===== src/rtl/fsi_pkg.sv =====
package fsi_pkg;

    localparam int STAT_W     = 12;
    localparam int THR_W      = 3;
    localparam int RD_THR_LSB = 24;
    localparam int WR_THR_LSB = 28;

    // status bit positions (software decodes these)
    localparam int ST_DONE     = 0;
    localparam int ST_XRDY     = 1;
    localparam int ST_RD_RDY   = 2;
    localparam int ST_WR_RDY   = 3;
    localparam int ST_RD_EMPTY = 4;
    localparam int ST_RD_FULL  = 5;
    localparam int ST_WR_EMPTY = 6;
    localparam int ST_WR_FULL  = 7;
    localparam int ST_RD_UNF   = 8;
    localparam int ST_RD_OVF   = 9;
    localparam int ST_WR_UNF   = 10;
    localparam int ST_WR_OVF   = 11;

    typedef struct packed {
        logic ovf;
        logic unf;
    } sticky_t;

    typedef struct packed {
        logic [STAT_W-1:0] cause;
        logic [STAT_W-1:0] mask;
        logic [STAT_W-1:0] prev;
    } cause_state_t;

endpackage


===== src/rtl/fsi_side_mon.sv =====
module fsi_side_mon
    import fsi_pkg::*;
#(
    parameter int DEPTH      = 8,
    parameter int LVL_W      = $clog2(DEPTH + 1),
    parameter bit WRITE_SIDE = 1'b0
) (
    input  logic             clk,
    input  logic             rst_n,
    input  logic             push,
    input  logic             pop,
    input  logic [LVL_W-1:0] level,
    input  logic [THR_W-1:0] thr,
    input  logic             clear_sticky,
    output logic             rdy,
    output logic             empty,
    output logic             full,
    output logic             ovf,
    output logic             unf
);

    localparam int CW = LVL_W + 1;

    sticky_t st_d, st_q;
    logic [CW-1:0] thr_x;
    logic [CW-1:0] lvl_x;

    assign thr_x = CW'(thr);
    assign lvl_x = CW'(level);
    assign empty = (level == '0);
    assign full  = (level == LVL_W'(DEPTH));

    generate
        if (WRITE_SIDE) begin : g_free
            logic [CW-1:0] space;
            assign space = CW'(DEPTH) - lvl_x;
            assign rdy   = (space > thr_x);
        end else begin : g_occ
            assign rdy = (lvl_x > thr_x);
        end
    endgenerate

    always_comb begin
        st_d = st_q;
        if (clear_sticky) begin
            st_d = '0;
        end else begin
            if (push && !pop && full) st_d.ovf = 1'b1;
            if (pop && !push && empty) st_d.unf = 1'b1;
        end
    end

    always_ff @(posedge clk or negedge rst_n) begin
        if (!rst_n) st_q <= '0;
        else        st_q <= st_d;
    end

    assign ovf = st_q.ovf;
    assign unf = st_q.unf;

endmodule


===== src/rtl/fsi_cause_unit.sv =====
module fsi_cause_unit
    import fsi_pkg::*;
(
    input  logic              clk,
    input  logic              rst_n,
    input  logic [STAT_W-1:0] status,
    input  logic              mask_we,
    input  logic [STAT_W-1:0] mask_wdata,
    input  logic [STAT_W-1:0] clr,
    output logic [STAT_W-1:0] cause,
    output logic              irq
);

    cause_state_t cs_d, cs_q;
    logic [STAT_W-1:0] rise;

    always_comb begin
        cs_d      = cs_q;
        rise      = status & ~cs_q.prev;
        cs_d.prev = status;
        // a fresh edge wins over a clear of the same bit
        cs_d.cause = (cs_q.cause & ~clr) | rise;
        if (mask_we) cs_d.mask = mask_wdata;
    end

    always_ff @(posedge clk or negedge rst_n) begin
        if (!rst_n) begin
            cs_q.cause <= '0;
            cs_q.mask  <= '0;
            cs_q.prev  <= '1;
        end else begin
            cs_q <= cs_d;
        end
    end

    assign cause = cs_q.cause;
    assign irq   = |(cs_q.cause & cs_q.mask);

endmodule


===== src/rtl/fsi_flush_ctrl.sv =====
module fsi_flush_ctrl #(
    parameter int LVL_W = 4
) (
    input  logic             clk,
    input  logic             rst_n,
    input  logic             req,
    input  logic [LVL_W-1:0] rd_level,
    input  logic [LVL_W-1:0] wr_level,
    output logic             start,
    output logic             busy
);

    logic busy_d, busy_q;
    logic drained;

    assign drained = (rd_level == '0) && (wr_level == '0);
    assign start   = req && !busy_q;

    always_comb begin
        busy_d = busy_q;
        if (busy_q) busy_d = !drained;
        else        busy_d = req;
    end

    always_ff @(posedge clk or negedge rst_n) begin
        if (!rst_n) busy_q <= 1'b0;
        else        busy_q <= busy_d;
    end

    assign busy = busy_q;

endmodule


===== src/rtl/fifo_stat_irq.sv =====
module fifo_stat_irq
    import fsi_pkg::*;
#(
    parameter int DEPTH = 8,
    parameter int LVL_W = $clog2(DEPTH + 1)
) (
    input  logic              clk,
    input  logic              rst_n,
    input  logic [31:0]       cfg_word,
    input  logic              rd_push,
    input  logic              rd_pop,
    input  logic [LVL_W-1:0]  rd_level,
    input  logic              wr_push,
    input  logic              wr_pop,
    input  logic [LVL_W-1:0]  wr_level,
    input  logic              xfer_done,
    input  logic              xfer_ready,
    input  logic              flush_req,
    input  logic              mask_we,
    input  logic [STAT_W-1:0] mask_wdata,
    input  logic [STAT_W-1:0] cause_clr,
    output logic [STAT_W-1:0] status,
    output logic [STAT_W-1:0] cause,
    output logic              irq,
    output logic              flush_busy
);

    localparam int NSIDE = 2;   // index 0 receive, 1 transmit

    logic             s_push  [NSIDE];
    logic             s_pop   [NSIDE];
    logic [LVL_W-1:0] s_level [NSIDE];
    logic [THR_W-1:0] s_thr   [NSIDE];
    logic             s_rdy   [NSIDE];
    logic             s_empty [NSIDE];
    logic             s_full  [NSIDE];
    logic             s_ovf   [NSIDE];
    logic             s_unf   [NSIDE];
    logic             flush_start;
    logic             cfg_unused;

    assign cfg_unused = ^{cfg_word[31], cfg_word[27], cfg_word[23:0]};

    assign s_push[0]  = rd_push;
    assign s_pop[0]   = rd_pop;
    assign s_level[0] = rd_level;
    assign s_thr[0]   = cfg_word[RD_THR_LSB +: THR_W];
    assign s_push[1]  = wr_push;
    assign s_pop[1]   = wr_pop;
    assign s_level[1] = wr_level;
    assign s_thr[1]   = cfg_word[WR_THR_LSB +: THR_W];

    generate
        for (genvar g = 0; g < NSIDE; g++) begin : g_side
            fsi_side_mon #(
                .DEPTH      (DEPTH),
                .LVL_W      (LVL_W),
                .WRITE_SIDE (g == 1)
            ) u_mon (
                .clk          (clk),
                .rst_n        (rst_n),
                .push         (s_push[g]),
                .pop          (s_pop[g]),
                .level        (s_level[g]),
                .thr          (s_thr[g]),
                .clear_sticky (flush_start),
                .rdy          (s_rdy[g]),
                .empty        (s_empty[g]),
                .full         (s_full[g]),
                .ovf          (s_ovf[g]),
                .unf          (s_unf[g])
            );
        end
    endgenerate

    fsi_flush_ctrl #(.LVL_W(LVL_W)) u_flush (
        .clk      (clk),
        .rst_n    (rst_n),
        .req      (flush_req),
        .rd_level (rd_level),
        .wr_level (wr_level),
        .start    (flush_start),
        .busy     (flush_busy)
    );

    always_comb begin
        status              = '0;
        status[ST_DONE]     = xfer_done;
        status[ST_XRDY]     = xfer_ready;
        status[ST_RD_RDY]   = s_rdy[0];
        status[ST_WR_RDY]   = s_rdy[1];
        status[ST_RD_EMPTY] = s_empty[0];
        status[ST_RD_FULL]  = s_full[0];
        status[ST_WR_EMPTY] = s_empty[1];
        status[ST_WR_FULL]  = s_full[1];
        status[ST_RD_UNF]   = s_unf[0];
        status[ST_RD_OVF]   = s_ovf[0];
        status[ST_WR_UNF]   = s_unf[1];
        status[ST_WR_OVF]   = s_ovf[1];
    end

    fsi_cause_unit u_cause (
        .clk        (clk),
        .rst_n      (rst_n),
        .status     (status),
        .mask_we    (mask_we),
        .mask_wdata (mask_wdata),
        .clr        (cause_clr),
        .cause      (cause),
        .irq        (irq)
    );

endmodule


===== config.mk =====
export PLATFORM = sky130hd
export DESIGN_NAME = fifo_stat_irq
export DESIGN_NICKNAME = d
export VERILOG_FILES = /design/src/rtl/fsi_pkg.sv /design/src/rtl/fsi_side_mon.sv /design/src/rtl/fsi_cause_unit.sv /design/src/rtl/fsi_flush_ctrl.sv /design/src/rtl/fifo_stat_irq.sv
export SDC_FILE = /design/constraint.sdc
export NUM_CORES = 1
export LEC_CHECK = 0
export ABC_CLOCK_PERIOD_IN_PS = 3100
export CORE_MARGIN = 2
export CORE_UTILIZATION = 42
export CTS_CLUSTER_DIAMETER = 200
export DETAILED_ROUTE_END_ITERATION = 10
export GPL_TIMING_DRIVEN = 0
export PLACE_DENSITY = 0.84
export SYNTH_ARGS = -nofsm -noshare
export SYNTH_HDL_FRONTEND = slang
export SYNTH_SLANG_ARGS = --single-unit
export TNS_END_PERCENT = 1

===== constraint.sdc =====
create_clock -name clk -period 3.1 [get_ports clk]
set_input_delay 0.465 -clock clk [delete_from_list [all_inputs] [get_ports clk]]
set_output_delay 0.465 -clock clk [all_outputs]
set_load 0.02 [all_outputs]

==> tab_implementation.tex, run 1 <==
\begin{tabular}{lr}
\hline
Metric & Value \\
\hline
\multicolumn{2}{l}{\textbf{Run status}} \\
Result of the run & finished clean \\
\multicolumn{2}{l}{\textbf{Placed design}} \\
Half-perimeter wire length after detailed placement & between 3000 and 4000 um \\
Final RePlAce weighted congestion & roughly 0.80 \\
Number of input and output port buffers inserted & 73 \\
Placed Cells incl. Taps & 293 \\
Placed instance area & 2706 um2 \\
\multicolumn{2}{l}{\textbf{Worst setup path}} \\
RR Endpoint & g\_side[1].u\_mon.unf \\
Nature of the critical path endpoint & primary output \\
Startpoint type of the worst setup path & primary input \\
Worst EP arrival & 2470 ps \\
Depth of the most critical reg-to-reg path & 2 \\
Top fanout value on the critical path & 3 \\
Reg-to-reg setup timing slack & approximately 2200 ps \\
Required arrival time at the worst endpoint & between 2000 and 3000 ps \\
Startpoint of the most critical register-to-register path & u\_flush.busy \\
Worst Path Class, Setup & in2out \\
\multicolumn{2}{l}{\textbf{Synth}} \\
Synthesized flop and latch total & 41 \\
Area contributors post-synth & dfrtp\_1, dfstp\_2, buf\_4 \\
Share of the synthesized area in the top cell type & a little under two fifths \\
Yosys Warn Count & 0 \\
Most frequently used cell type in the post-synthesis netlist & inv\_1 \\
Cell type contributing the most total cell area after synthesis & dfrtp\_1 \\
Gate count of the mapped netlist & approximately 170 \\
Async set-reset flop share out of synthesis & 100.0\% \\
Top cell types by occurrence after synthesis & inv\_1, dfrtp\_1, buf\_4 \\
Number of nets in the synthesized netlist & 249 \\
Sequential area share after synthesis & 54.34\% \\
Primary flip-flop cell chosen by synthesis mapping & dfrtp\_1 \\
Number of flops mapped to enable cells by yosys & 0 \\
Count of unique library cells instantiated by Yosys & 25 \\
Average cell area after synthesis & 11.40 um2 \\
Combined area of all synthesized cells & $\sim$1900 um2 \\
\multicolumn{2}{l}{\textbf{Clock tree}} \\
TritonCTS Buffers & 5 \\
Later-pin clock latency in the skew report & 280 ps \\
Buffer type at the clock tree root & clkbuf\_8 \\
Clock sinks & 41 \\
Hold-fix buffers at CTS & 0 \\
Register clock-pin slew on the reported worst setup and hold paths & 70 ps \\
Setup fix buffers added after clock tree synthesis & 0 \\
Clock tree from TritonCTS & yes \\
Total number of H-tree levels & 2 \\
Maximum buffer depth of the clock tree & 2 \\
\multicolumn{2}{l}{\textbf{Route}} \\
Average wire per cell in the routed design & 13.05 um \\
Met2 layer wire length in the routed design & 1961 um \\
Final routed DRC violation total & 0 \\
Uppermost layer routed & met4 \\
Detailed Route WL & between 3000 and 4000 um \\
Total length of routed met3 wires & between 200 and 250 um \\
Vias per cell & $\sim$4.6 \\
Pre-Repair DR Iteration Count & 4 \\
Vias & around 1400 \\
Initial detailed-routing violation count & 61 \\
ANT nets after route & 0 \\
Metal-1 WL & approximately 1700 um \\
\multicolumn{2}{l}{\textbf{Timing}} \\
Peak Freq & roughly 340 MHz \\
\# setup viols final & 0 \\
Pins Over Slew Limit & 0 \\
Actual transition at the worst max-transition pin & 870.8 ps \\
Period minus WS final & 2939 ps \\
Period Utilization, post-route & around 95\% \\
Worst relative slew slack & 41.95\% \\
Worst Skew & between 5 and 6 ps \\
RSZ-0062 raised after global routing & no \\
Final hold violation count & 0 \\
\multicolumn{2}{l}{\textbf{Die}} \\
Chip Width & 71.54 um \\
Number of ports placed on the die boundary & 100 \\
Height of the die & 71.54 um \\
Area of the core & 4384 um2 \\
Initial cell density of the core & 43.69\% \\
Number of placement rows & 24 \\
Die area & 5117 um2 \\
\multicolumn{2}{l}{\textbf{Final layout}} \\
Final standard cell area without fillers & approximately 2800 um2 \\
Share of post-route cells with drive strength above 1 & between 20\% and 30\% \\
Number of nets at the end of the flow & around 330 \\
Final Non-Filler Cells & 301 \\
Growth of design area from synthesis to finish & 45.20\% \\
Antenna diode count & 0 \\
\multicolumn{2}{l}{\textbf{Run}} \\
Count of maximum capacitance violations & 0 \\
\multicolumn{2}{l}{\textbf{Power}} \\
Maximum ir drop on the vdd rail & 0.3833 mV \\
Leakage power of the design & about 1.3 nW \\
Pwr dens & 509.4 nW/um2 \\
\multicolumn{2}{l}{\textbf{Global route}} \\
Initial antenna violation count & 0 \\
Pin count of the biggest net entering global routing & 42 \\
GRT Residual Overflow & 0 \\
Global-route wire length before repair & 6775 um \\
GRT Resource Usage Total & 17.13\% \\
Number of global-route vias before repair & around 1500 \\
\multicolumn{2}{l}{\textbf{Hold path}} \\
Path type of the worst min-delay path & in2async \\
\hline
\end{tabular}
## logic make-up (layout without fill, tap and decap cells)
group / count (synthesis) / count (layout) / synth area share (%)
compound gates: 29 / 29 / 10.97
xor+xnor: 1 / 1 / 0.4573
fa+ha+maj: 7 / 7 / 4.572
buf+inv: 60 / 141 / 16.52
flops: 41 / 41 / 54.34
mux: 13 / 13 / 7.577
simple gates: 17 / 17 / 5.552
## through the flow
| stage | setup TNS, ps | util [%] | total power, mW | hold slack [ps] | worst slack [ps] |
|---|---|---|---|---|---|
| 4_1_cts | 0 | 63.53 | 1.439 | 319.0 | 51.46 |
| 3_5_place_dp | -202.8 | 61.73 | 1.111 | 392.0 | -202.8 |
| 3_3_place_gp | -109.3 | 61.84 | 1.097 | 379.5 | -109.3 |
| 5_1_grt | 0 | 63.44 | 1.502 | 365.7 | 48.96 |
| 6_report | 0 | 63.44 | 1.417 | 293.5 | 160.8 |
| 2_1_floorplan | 0 | - | 0.9014 | 169.4 | 1036 |
## sequential cells by signal, indices dropped and copies added (netlist names)
signal            flops
u_cause.cs_q         24
u_cause.cause        12
g_side.u_mon.ovf      2
g_side.u_mon.unf      2
u_flush.busy          1
## worst max-delay path, cell delays in order
cell	delay (ps)
clkdlybuf4s50_1	560
inv_1	70
ha_1	260
nand3_1	70
o21ai_0	80
o21bai_1	220
buf_4	150
clkdlybuf4s50_1	590
## metal layers
metal,global-route usage [%],vias up
met5,0,-
met4,5.031,0
met3,4.923,5
met2,28.81,37
met1,21.52,645
li1,-,693
## worst max-delay path by stage
stage,from,end,slack [ps]
2_1_floorplan,wr_level[0],status[3],1040
3_3_place_gp,wr_level[0],status[3],-110
3_5_place_dp,wr_level[0],status[3],-200
5_1_grt,rd_level[0],status[2],50
4_1_cts,wr_level[0],status[3],50
6_report,rd_level[0],status[2],160
## power breakdown
part | leakage [nW] | internal, mW | switching [mW]
Sequential | 0.473 | 0.621 | 0.0517
Combinational | 0.769 | 0.248 | 0.172
Clock | 0.0395 | 0.160 | 0.164
Total | 1.28 | 1.03 | 0.388
## cell type report
type	count	area [um2]
buffer	25	185.2
sequential	41	1041
inverter	35	131.4
clock buffer	8	80.08
tap	52	65.06
multi-input combinational	67	558.0
fill	365	1603
timing repair buffer	73	720.7
## repair_timing
action,4_1_cts,5_1_grt
gates resized for setup,1,2
gates cloned,0,0
setup endpoints to repair,1,1
pin swaps,0,0
hold endpoints to repair,0,0
## cells in the final DEF, fill, tap and decap left out
cell,n
nand2_1,3
a211oi_1,2
clkbuf_2,1
mux2_2,12
a22o_1,5
and2b_1,1
o21ai_0,2
ha_1,7
dfstp_2,12
a221oi_1,3
buf_4,24
buf_2,2
dfrtp_1,29
a31oi_1,3
clkbuf_8,5
nor2_1,5
nor3_2,2
nand3_1,3
o22ai_1,10
clkbuf_1,3
o31a_1,2
mux2i_1,1
xnor2_1,1
nor4_4,1
o21ai_2,1
o21bai_1,1
clkdlybuf4s50_1,71
nor2b_1,2
inv_1,35
Power figures use the tool's default switching activity.
==> run 2, diff against run 1 <==
--- a/config.mk
+++ b/config.mk
@@ -5,11 +5,12 @@
 export SDC_FILE = /design/constraint.sdc
 export NUM_CORES = 1
 export LEC_CHECK = 0
-export ABC_CLOCK_PERIOD_IN_PS = 3100
+export ABC_CLOCK_PERIOD_IN_PS = 3700
 export CORE_MARGIN = 2
 export CORE_UTILIZATION = 42
 export CTS_CLUSTER_DIAMETER = 200
 export DETAILED_ROUTE_END_ITERATION = 10
+export GPL_ROUTABILITY_DRIVEN = 0
 export GPL_TIMING_DRIVEN = 0
 export PLACE_DENSITY = 0.84
 export SYNTH_ARGS = -nofsm -noshare
==> constraint.sdc (replaced) <==
create_clock -name clk -period 3.7 [get_ports clk]
set_input_delay 0.555 -clock clk [delete_from_list [all_inputs] [get_ports clk]]
set_output_delay 0.555 -clock clk [all_outputs]
set_load 0.02 [all_outputs]
==> run 2 against run 1 <==
Core utilization grew 0.11 points. Setup slack gained 110 ps. Cell area grew 0.18%. Critical endpoint is now status[3]. Highest routed layer unchanged.
==> tab_implementation.tex, run 2 (synthesis results as in run 1) <==
\begin{tabular}{lr}
\hline
Metric & Value \\
\hline
\multicolumn{2}{l}{\textbf{Route}} \\
Initial detailed-routing violation count & 46 (-25\%) \\
ANT nets after route & 0 (unchanged) \\
Final routed DRC violation total & 0 (unchanged) \\
Average wire per cell in the routed design & 13.06 um (about the same) \\
Vias & 1380 (unchanged) \\
Detailed Route WL & 3930 um (about the same) \\
Pre-Repair DR Iteration Count & 4 (unchanged) \\
Vias per cell & 4.585 (unchanged) \\
\multicolumn{2}{l}{\textbf{Worst setup path}} \\
Nature of the critical path endpoint & primary output \\
Worst EP arrival & 2870 ps (+400 ps) \\
Kind of cell adding the most delay to the critical path & buffers and inverters \\
Startpoint type of the worst setup path & primary input \\
Reg-to-reg setup timing slack & 2800 ps (+600 ps) \\
Longest individual stage delay on the worst path & 590 ps (about the same) \\
Buf+Inv Stages, Crit Path & 4 (unchanged) \\
Worst Path Class, Setup & in2out \\
Cell Chain, Critical Path & clkdlybuf4s50\_1 > inv\_1 > ha\_1 > xnor2\_1 > ha\_1 > nand3\_1 > o21ai\_0 > o21ai\_2 > buf\_4 > clkdlybuf4s50\_1 \\
Required arrival time at the worst endpoint & 3140 ps (+510 ps) \\
Top fanout value on the critical path & 3 (unchanged) \\
Slowest-stage cell, CP & clkdlybuf4s50\_1 \\
\multicolumn{2}{l}{\textbf{Global route}} \\
Number of global-route vias before repair & 1462 (unchanged) \\
Global-route wire length before repair & 6775 um (unchanged) \\
Pin count of the biggest net entering global routing & 42 (unchanged) \\
GRT Residual Overflow & 0 (unchanged) \\
GRT Resource Usage Total & 17.13\% (unchanged) \\
Initial antenna violation count & 0 (unchanged) \\
\multicolumn{2}{l}{\textbf{Power}} \\
Pwr dens & 426.6 nW/um2 (-16\%) \\
Leakage power of the design & 1.281 nW (about the same) \\
Combinational power share & 29.8\% (about the same) \\
Switching part of the total & 27.33\% (-0.033 points) \\
Share of power burned in registers & 47.4\% (about the same) \\
Sw Pwr & 324.8 uW (-16\%) \\
Portion of total power attributed to the clock network & 22.8\% (about the same) \\
Int Power & 863.7 uW (-16\%) \\
Maximum ir drop on the vdd rail & 0.3211 mV (-16\%) \\
\multicolumn{2}{l}{\textbf{Run}} \\
Count of maximum capacitance violations & 0 (unchanged) \\
\multicolumn{2}{l}{\textbf{Final layout}} \\
Number of nets at the end of the flow & 329 (unchanged) \\
Final design utilization & 63.56\% (+0.11 points) \\
Share of post-route cells with drive strength above 1 & 23.69\% (-0.40 points) \\
Antenna diode count & 0 (unchanged) \\
Top library cells by usage in the layout, fill and taps aside & clkdlybuf4s50\_1, inv\_1, dfrtp\_1 \\
Most flop-heavy register & u\_cause.cs\_q \\
Final standard cell area without fillers & 2786 um2 (+0.18\%) \\
Growth of design area from synthesis to finish & 45.46\% \\
Most common cell after layout, fill and taps aside & clkdlybuf4s50\_1 \\
Largest registers & u\_cause.cs\_q x24, u\_cause.cause x12 \\
Max FFs per register & 24 (unchanged) \\
\multicolumn{2}{l}{\textbf{Timing}} \\
Total negative slack & 0 ps (unchanged) \\
Final hold violation count & 0 (unchanged) \\
Worst relative slew slack & 41.95\% (unchanged) \\
Period minus WS final & 3427 ps \\
Pins Over Slew Limit & 0 (unchanged) \\
Period Utilization, post-route & 92.61\% \\
\# setup viols final & 0 (unchanged) \\
RSZ-0062 raised after global routing & no \\
Worst Skew & 5.449 ps (unchanged) \\
Actual transition at the worst max-transition pin & 870.8 ps (unchanged) \\
Peak Freq & 291.8 MHz \\
\multicolumn{2}{l}{\textbf{Die}} \\
Number of ports placed on the die boundary & 100 (unchanged) \\
Chip Width & 71.54 um (unchanged) \\
Height of the die & 71.54 um (unchanged) \\
Number of placement rows & 24 (unchanged) \\
Die area & 5117 um2 (unchanged) \\
Area of the core & 4384 um2 (unchanged) \\
Initial cell density of the core & 43.69\% (unchanged) \\
\multicolumn{2}{l}{\textbf{Clock tree}} \\
TritonCTS Buffers & 5 (unchanged) \\
Setup fix buffers added after clock tree synthesis & 0 (unchanged) \\
Post\_cts resized & 0 (-1) \\
Clock tree from TritonCTS & yes \\
Total number of H-tree levels & 2 (unchanged) \\
Hold-fix buffers at CTS & 0 (unchanged) \\
Register clock-pin slew on the reported worst setup and hold paths & 70 ps (about the same) \\
Buffer type at the clock tree root & clkbuf\_8 \\
Maximum buffer depth of the clock tree & 2 (unchanged) \\
Clock sinks & 41 (unchanged) \\
Later-pin clock latency in the skew report & 280 ps (about the same) \\
\multicolumn{2}{l}{\textbf{Placed design}} \\
Placed instance area & 2706 um2 (unchanged) \\
Half-perimeter wire length after detailed placement & 3149 um (unchanged) \\
Number of input and output port buffers inserted & 73 (unchanged) \\
\multicolumn{2}{l}{\textbf{Hold path}} \\
Path type of the worst min-delay path & in2async \\
\multicolumn{2}{l}{\textbf{Run status}} \\
Result of the run & finished clean \\
\hline
\end{tabular}
## run 2: changes by cell type in the layout (fill, tap and decap cells not counted), sizes merged
cell           delta
clkdlybuf4s50     +1
clkbuf            -1
## run 2: final cells by class
cell class / instances / area [um2]
fill: 364 / 1598
sequential: 41 / 1041
timing repair buffer: 73 / 725.7
multi-input combinational: 67 / 558.0
buffer: 25 / 185.2
inverter: 35 / 131.4
clock buffer: 8 / 80.08
tap: 52 / 65.06
## run 2: final timing paths
kind | start | endpoint | depth (start not counted)
max | wr_level[0] | status[3] | 10
min | rst_n | u_cause.cause[1] | 1
max in group asynchronous | rst_n | g_side[1].u_mon.ovf | 1
min in group clk | g_side[0].u_mon.ovf | u_cause.cs_q[9] | 0
min reg2reg | g_side[0].u_mon.ovf | u_cause.cs_q[9] | 0
max reg2reg | u_flush.busy | g_side[1].u_mon.unf | 2
## run 2: per-layer routing
| layer | global-route usage (%) | share of wire, % |
|---|---|---|
| met1 | 21.52 | 43 |
| met2 | 28.81 | 50 |
| met3 | 4.923 | 6.1 |
| met4 | 5.031 | 1.1 |
| met5 | 0 | 0 |
## run 2: through the flow
step                setup WS (ps)  instances  hold WS, ps  power (mW)
floorplan                    1456        168        259.4      0.7552
detailed placement          217.2        293        392.0      0.9311
global route                85.69        301        408.3       1.260
CTS                         200.2        301        405.5       1.207
finish                      273.3        301        383.5       1.189
global placement            310.7        293        379.5      0.9191
## run 2: power by group through the flow
stage	Combinational, mW	Clock, mW	Sequential, mW
floorplan	0.199	0	0.556
global placement	0.350	0	0.569
detailed placement	0.357	0	0.574
CTS	0.359	0.282	0.566
global route	0.385	0.303	0.573
finish	0.354	0.271	0.564
==> run 3, diff against run 2 <==
--- a/config.mk
+++ b/config.mk
@@ -5,9 +5,10 @@
 export SDC_FILE = /design/constraint.sdc
 export NUM_CORES = 1
 export LEC_CHECK = 0
+export ABC_AREA = 1
 export ABC_CLOCK_PERIOD_IN_PS = 3700
 export CORE_MARGIN = 2
-export CORE_UTILIZATION = 42
+export CORE_UTILIZATION = 43
 export CTS_CLUSTER_DIAMETER = 200
 export DETAILED_ROUTE_END_ITERATION = 10
 export GPL_ROUTABILITY_DRIVEN = 0
==> run 3 against run 2 <==
Power up 14%. Setup slack better by 9.8 ps. Clock skew about the same. Sequential cell count unchanged. Maximum frequency grew 0.29%. Clock-buffer cell count unchanged. Combinational power rose by 36%. Cell area is 2.2% higher. Final cell count is 15% higher. Critical path depth rose by 3. Highest routed layer unchanged.
==> tab_implementation.tex, run 3 <==
\begin{tabular}{lr}
\hline
Metric & Value \\
\hline
\multicolumn{2}{l}{\textbf{Run status}} \\
Result of the run & finished clean \\
\multicolumn{2}{l}{\textbf{Route}} \\
Vias per cell & 4.397 (-4.1\%) \\
Final routed DRC violation total & 0 (unchanged) \\
Average wire per cell in the routed design & 11.77 um (-9.8\%) \\
Total length of routed met3 wires & 205 um (-15\%) \\
Detailed Route WL & 4062 um (+3.4\%) \\
ANT nets after route & 0 (unchanged) \\
Metal-1 WL & 1764 um (+4.7\%) \\
Pre-Repair DR Iteration Count & 4 (unchanged) \\
Vias & 1517 (+9.9\%) \\
Met2 layer wire length in the routed design & 2077 um (+5.9\%) \\
Initial detailed-routing violation count & 44 (-4.3\%) \\
Uppermost layer routed & met4 \\
\multicolumn{2}{l}{\textbf{Final layout}} \\
Top library cells by usage in the layout, fill and taps aside & clkdlybuf4s50\_1, inv\_1, dfrtp\_1 \\
Share of post-route cells with drive strength above 1 & 20.82\% (-2.9 points) \\
Most flop-heavy register & u\_cause.cs\_q \\
Filler Cells Inserted & 388 (+6.6\%) \\
Largest registers & u\_cause.cs\_q x24, u\_cause.cause x12 \\
Combined area of the multi-input logic cells & 578.1 um2 (+3.6\%) \\
Final design utilization & 64.54\% (+0.98 points) \\
Growth of design area from synthesis to finish & 43.30\% \\
Number of nets at the end of the flow & 373 (+13\%) \\
Antenna diode count & 0 (unchanged) \\
Footprint of the flip-flops and latches & 1041 um2 (unchanged) \\
Most common cell after layout, fill and taps aside & clkdlybuf4s50\_1 \\
Max FFs per register & 24 (unchanged) \\
\multicolumn{2}{l}{\textbf{Power}} \\
Maximum ir drop on the vdd rail & 0.4867 mV (+52\%) \\
Leakage power of the design & 1.365 nW (+6.5\%) \\
Pwr dens & 475.9 nW/um2 (+12\%) \\
Power Total & 1.356 mW (+14\%) \\
\multicolumn{2}{l}{\textbf{Synth}} \\
Area contributors post-synth & dfrtp\_1, dfstp\_2, buf\_4 \\
Count of unique library cells instantiated by Yosys & 24 (-4.0\%) \\
Share of the synthesized area in the top cell type & 36.50\% (-1.4 points) \\
Adder-Cell Fraction of Synth Area & 4.405\% (-0.17 points) \\
Most frequently used cell type in the post-synthesis netlist & inv\_1 \\
Combined area of all synthesized cells & 1988 um2 (+3.8\%) \\
Primary flip-flop cell chosen by synthesis mapping & dfrtp\_1 \\
Yosys Warn Count & 0 (unchanged) \\
Average cell area after synthesis & 9.334 um2 (-18\%) \\
Post-synthesis share of cell area spent on and, or, nand and nor gates & 12.52\% (+7.0 points) \\
Async set-reset flop share out of synthesis & 100.0\% (unchanged) \\
Number of nets in the synthesized netlist & 294 (+18\%) \\
Top cell types by occurrence after synthesis & inv\_1, dfrtp\_1, nand2\_1 \\
Main combinational cell family by area after synthesis & buffers and inverters \\
Compound-gate portion of the synthesized area & 9.314\% (-1.7 points) \\
XOR/XNOR Fraction of Synth Area & 0\% (-0.46 points) \\
Number of flops mapped to enable cells by yosys & 0 (unchanged) \\
Multiplexer share of the synthesized area & 2.832\% (-4.7 points) \\
Gate count of the mapped netlist & 213 (+27\%) \\
Sequential area share after synthesis & 52.36\% (-2.0 points) \\
Synthesized flop and latch total & 41 (unchanged) \\
Cell type contributing the most total cell area after synthesis & dfrtp\_1 \\
\multicolumn{2}{l}{\textbf{Worst setup path}} \\
Worst Path Class, Setup & in2out \\
Worst EP arrival & 2860 ps (about the same) \\
Cell Chain, Critical Path & clkdlybuf4s50\_1 > inv\_1 > ha\_1 > inv\_1 > nor2\_2 > nor2\_1 > ha\_1 > a21oi\_1 > nand2\_1 > nand2\_1 > nand2\_1 > buf\_4 > clkdlybuf4s50\_1 \\
Startpoint type of the worst setup path & primary input \\
Longest individual stage delay on the worst path & 520 ps (-70 ps) \\
Nature of the critical path endpoint & primary output \\
Top fanout value on the critical path & 3 (unchanged) \\
Required arrival time at the worst endpoint & 3140 ps (about the same) \\
Slowest-stage cell, CP & clkdlybuf4s50\_1 \\
Most frequent cell on the critical path & nand2\_1 \\
\multicolumn{2}{l}{\textbf{Global route}} \\
Initial antenna violation count & 0 (unchanged) \\
GRT Resource Usage Total & 16.93\% (-0.20 points) \\
Number of global-route vias before repair & 1588 (+8.6\%) \\
GRT Residual Overflow & 0 (unchanged) \\
Global-route wire length before repair & 6893 um (+1.7\%) \\
Pin count of the biggest net entering global routing & 42 (unchanged) \\
\multicolumn{2}{l}{\textbf{Die}} \\
Area of the core & 4414 um2 (+0.68\%) \\
Number of placement rows & 24 (unchanged) \\
Chip Width & 72.00 um (+0.64\%) \\
Height of the die & 72.00 um (+0.64\%) \\
Die area & 5183 um2 (+1.3\%) \\
Initial cell density of the core & 45.04\% (+1.3 points) \\
Number of ports placed on the die boundary & 100 (unchanged) \\
\multicolumn{2}{l}{\textbf{Placed design}} \\
Number of input and output port buffers inserted & 72 (-1.4\%) \\
Worst slack at placement & 278.9 ps (+61.67 ps) \\
Half-perimeter wire length after detailed placement & 3204 um (+1.7\%) \\
\multicolumn{2}{l}{\textbf{Timing}} \\
Final hold violation count & 0 (unchanged) \\
Period Utilization, post-route & 92.35\% (-0.26 points) \\
Final setup margin & 283.1 ps (+9.788 ps) \\
Actual transition at the worst max-transition pin & 885.2 ps (+14.43 ps) \\
Total negative slack & 0 ps (unchanged) \\
Period minus WS final & 3417 ps (-9.788 ps) \\
Pins Over Slew Limit & 0 (unchanged) \\
Worst Skew & 5.211 ps (-0.2389 ps) \\
RSZ-0062 raised after global routing & no \\
Worst relative slew slack & 40.99\% (-0.96 points) \\
\# setup viols final & 0 (unchanged) \\
Peak Freq & 292.7 MHz (+0.29\%) \\
\multicolumn{2}{l}{\textbf{Clock tree}} \\
Maximum buffer depth of the clock tree & 2 (unchanged) \\
Later-pin clock latency in the skew report & 280 ps (about the same) \\
Clock tree from TritonCTS & yes \\
Clock sinks & 41 (unchanged) \\
Hold-fix buffers at CTS & 0 (unchanged) \\
Total number of H-tree levels & 2 (unchanged) \\
Setup fix buffers added after clock tree synthesis & 0 (unchanged) \\
Post\_cts resized & 0 (unchanged) \\
Buffer type at the clock tree root & clkbuf\_8 \\
TritonCTS Buffers & 5 (unchanged) \\
Register clock-pin slew on the reported worst setup and hold paths & 70 ps (about the same) \\
\multicolumn{2}{l}{\textbf{Run}} \\
Count of maximum capacitance violations & 0 (unchanged) \\
\multicolumn{2}{l}{\textbf{Hold path}} \\
Path type of the worst min-delay path & in2async \\
\hline
\end{tabular}
==> run 3: cell families (layout without fill, tap and decap cells) <==
logic type               count (synthesis)  in the layout
AND/OR/NAND/NOR                         55             55
AO/OA/AOI/OAI                           32             32
buffers and inverters                   73            153
flip-flops                              41             41
adder cells (fa/ha/maj)                  7              7
multiplexers                             5              5
==> run 3: per-stage QoR <==
step	hold slack (ps)	area [um2]	std cells
after floorplan	259.4	1988	213
after global placement	382.9	2774	337
after detailed placement	386.4	2769	337
after CTS	402.8	2849	345
after global routing	415.0	2849	345
final	387.3	2849	345
==> run 3: path summary, 6_finish.rpt <==
kind | from | to | slack [ps] | depth (start not counted)
max | wr_level[0] | status[3] | 280 | 13
min | rst_n | u_cause.cause[2] | 390 | 1
max reg2reg | u_flush.busy | g_side[0].u_mon.unf | 2790 | 2
min reg2reg | g_side[0].u_mon.unf | u_cause.cs_q[8] | 400 | 0
max in group asynchronous | rst_n | g_side[1].u_mon.unf | 2750 | 1
min in group clk | g_side[0].u_mon.unf | u_cause.cs_q[8] | 400 | 0
==> run 3: per-layer routing <==
layer	track usage, %	vias up
met5	0	-
met4	3.145	0
met3	4.444	2
met2	29.63	37
met1	21.33	686
li1	-	792
==> run 3: where the power goes <==
part	leakage [nW]	internal (mW)	switching, mW
Combinational	0.842	0.265	0.216
Sequential	0.483	0.556	0.0463
Clock	0.0395	0.134	0.139
==> run 3: final cells by class <==
| class | instances | share of cell area, % |
|---|---|---|
| clock buffer | 8 | 2.811 |
| multi-input combinational | 99 | 20.29 |
| inverter | 47 | 6.192 |
| tap | 52 | 2.284 |
| sequential | 41 | 36.54 |
| timing repair buffer | 72 | 25.12 |
| buffer | 26 | 6.763 |
==> run 3: worst max-delay path: cells and delay by family <==
family                     cells  cell delay, ps
adders and majority gates      2             500
buffers and inverters          5            1280
AOI/OAI and AO/OA              1             160
and+or+nand+nor                5             370
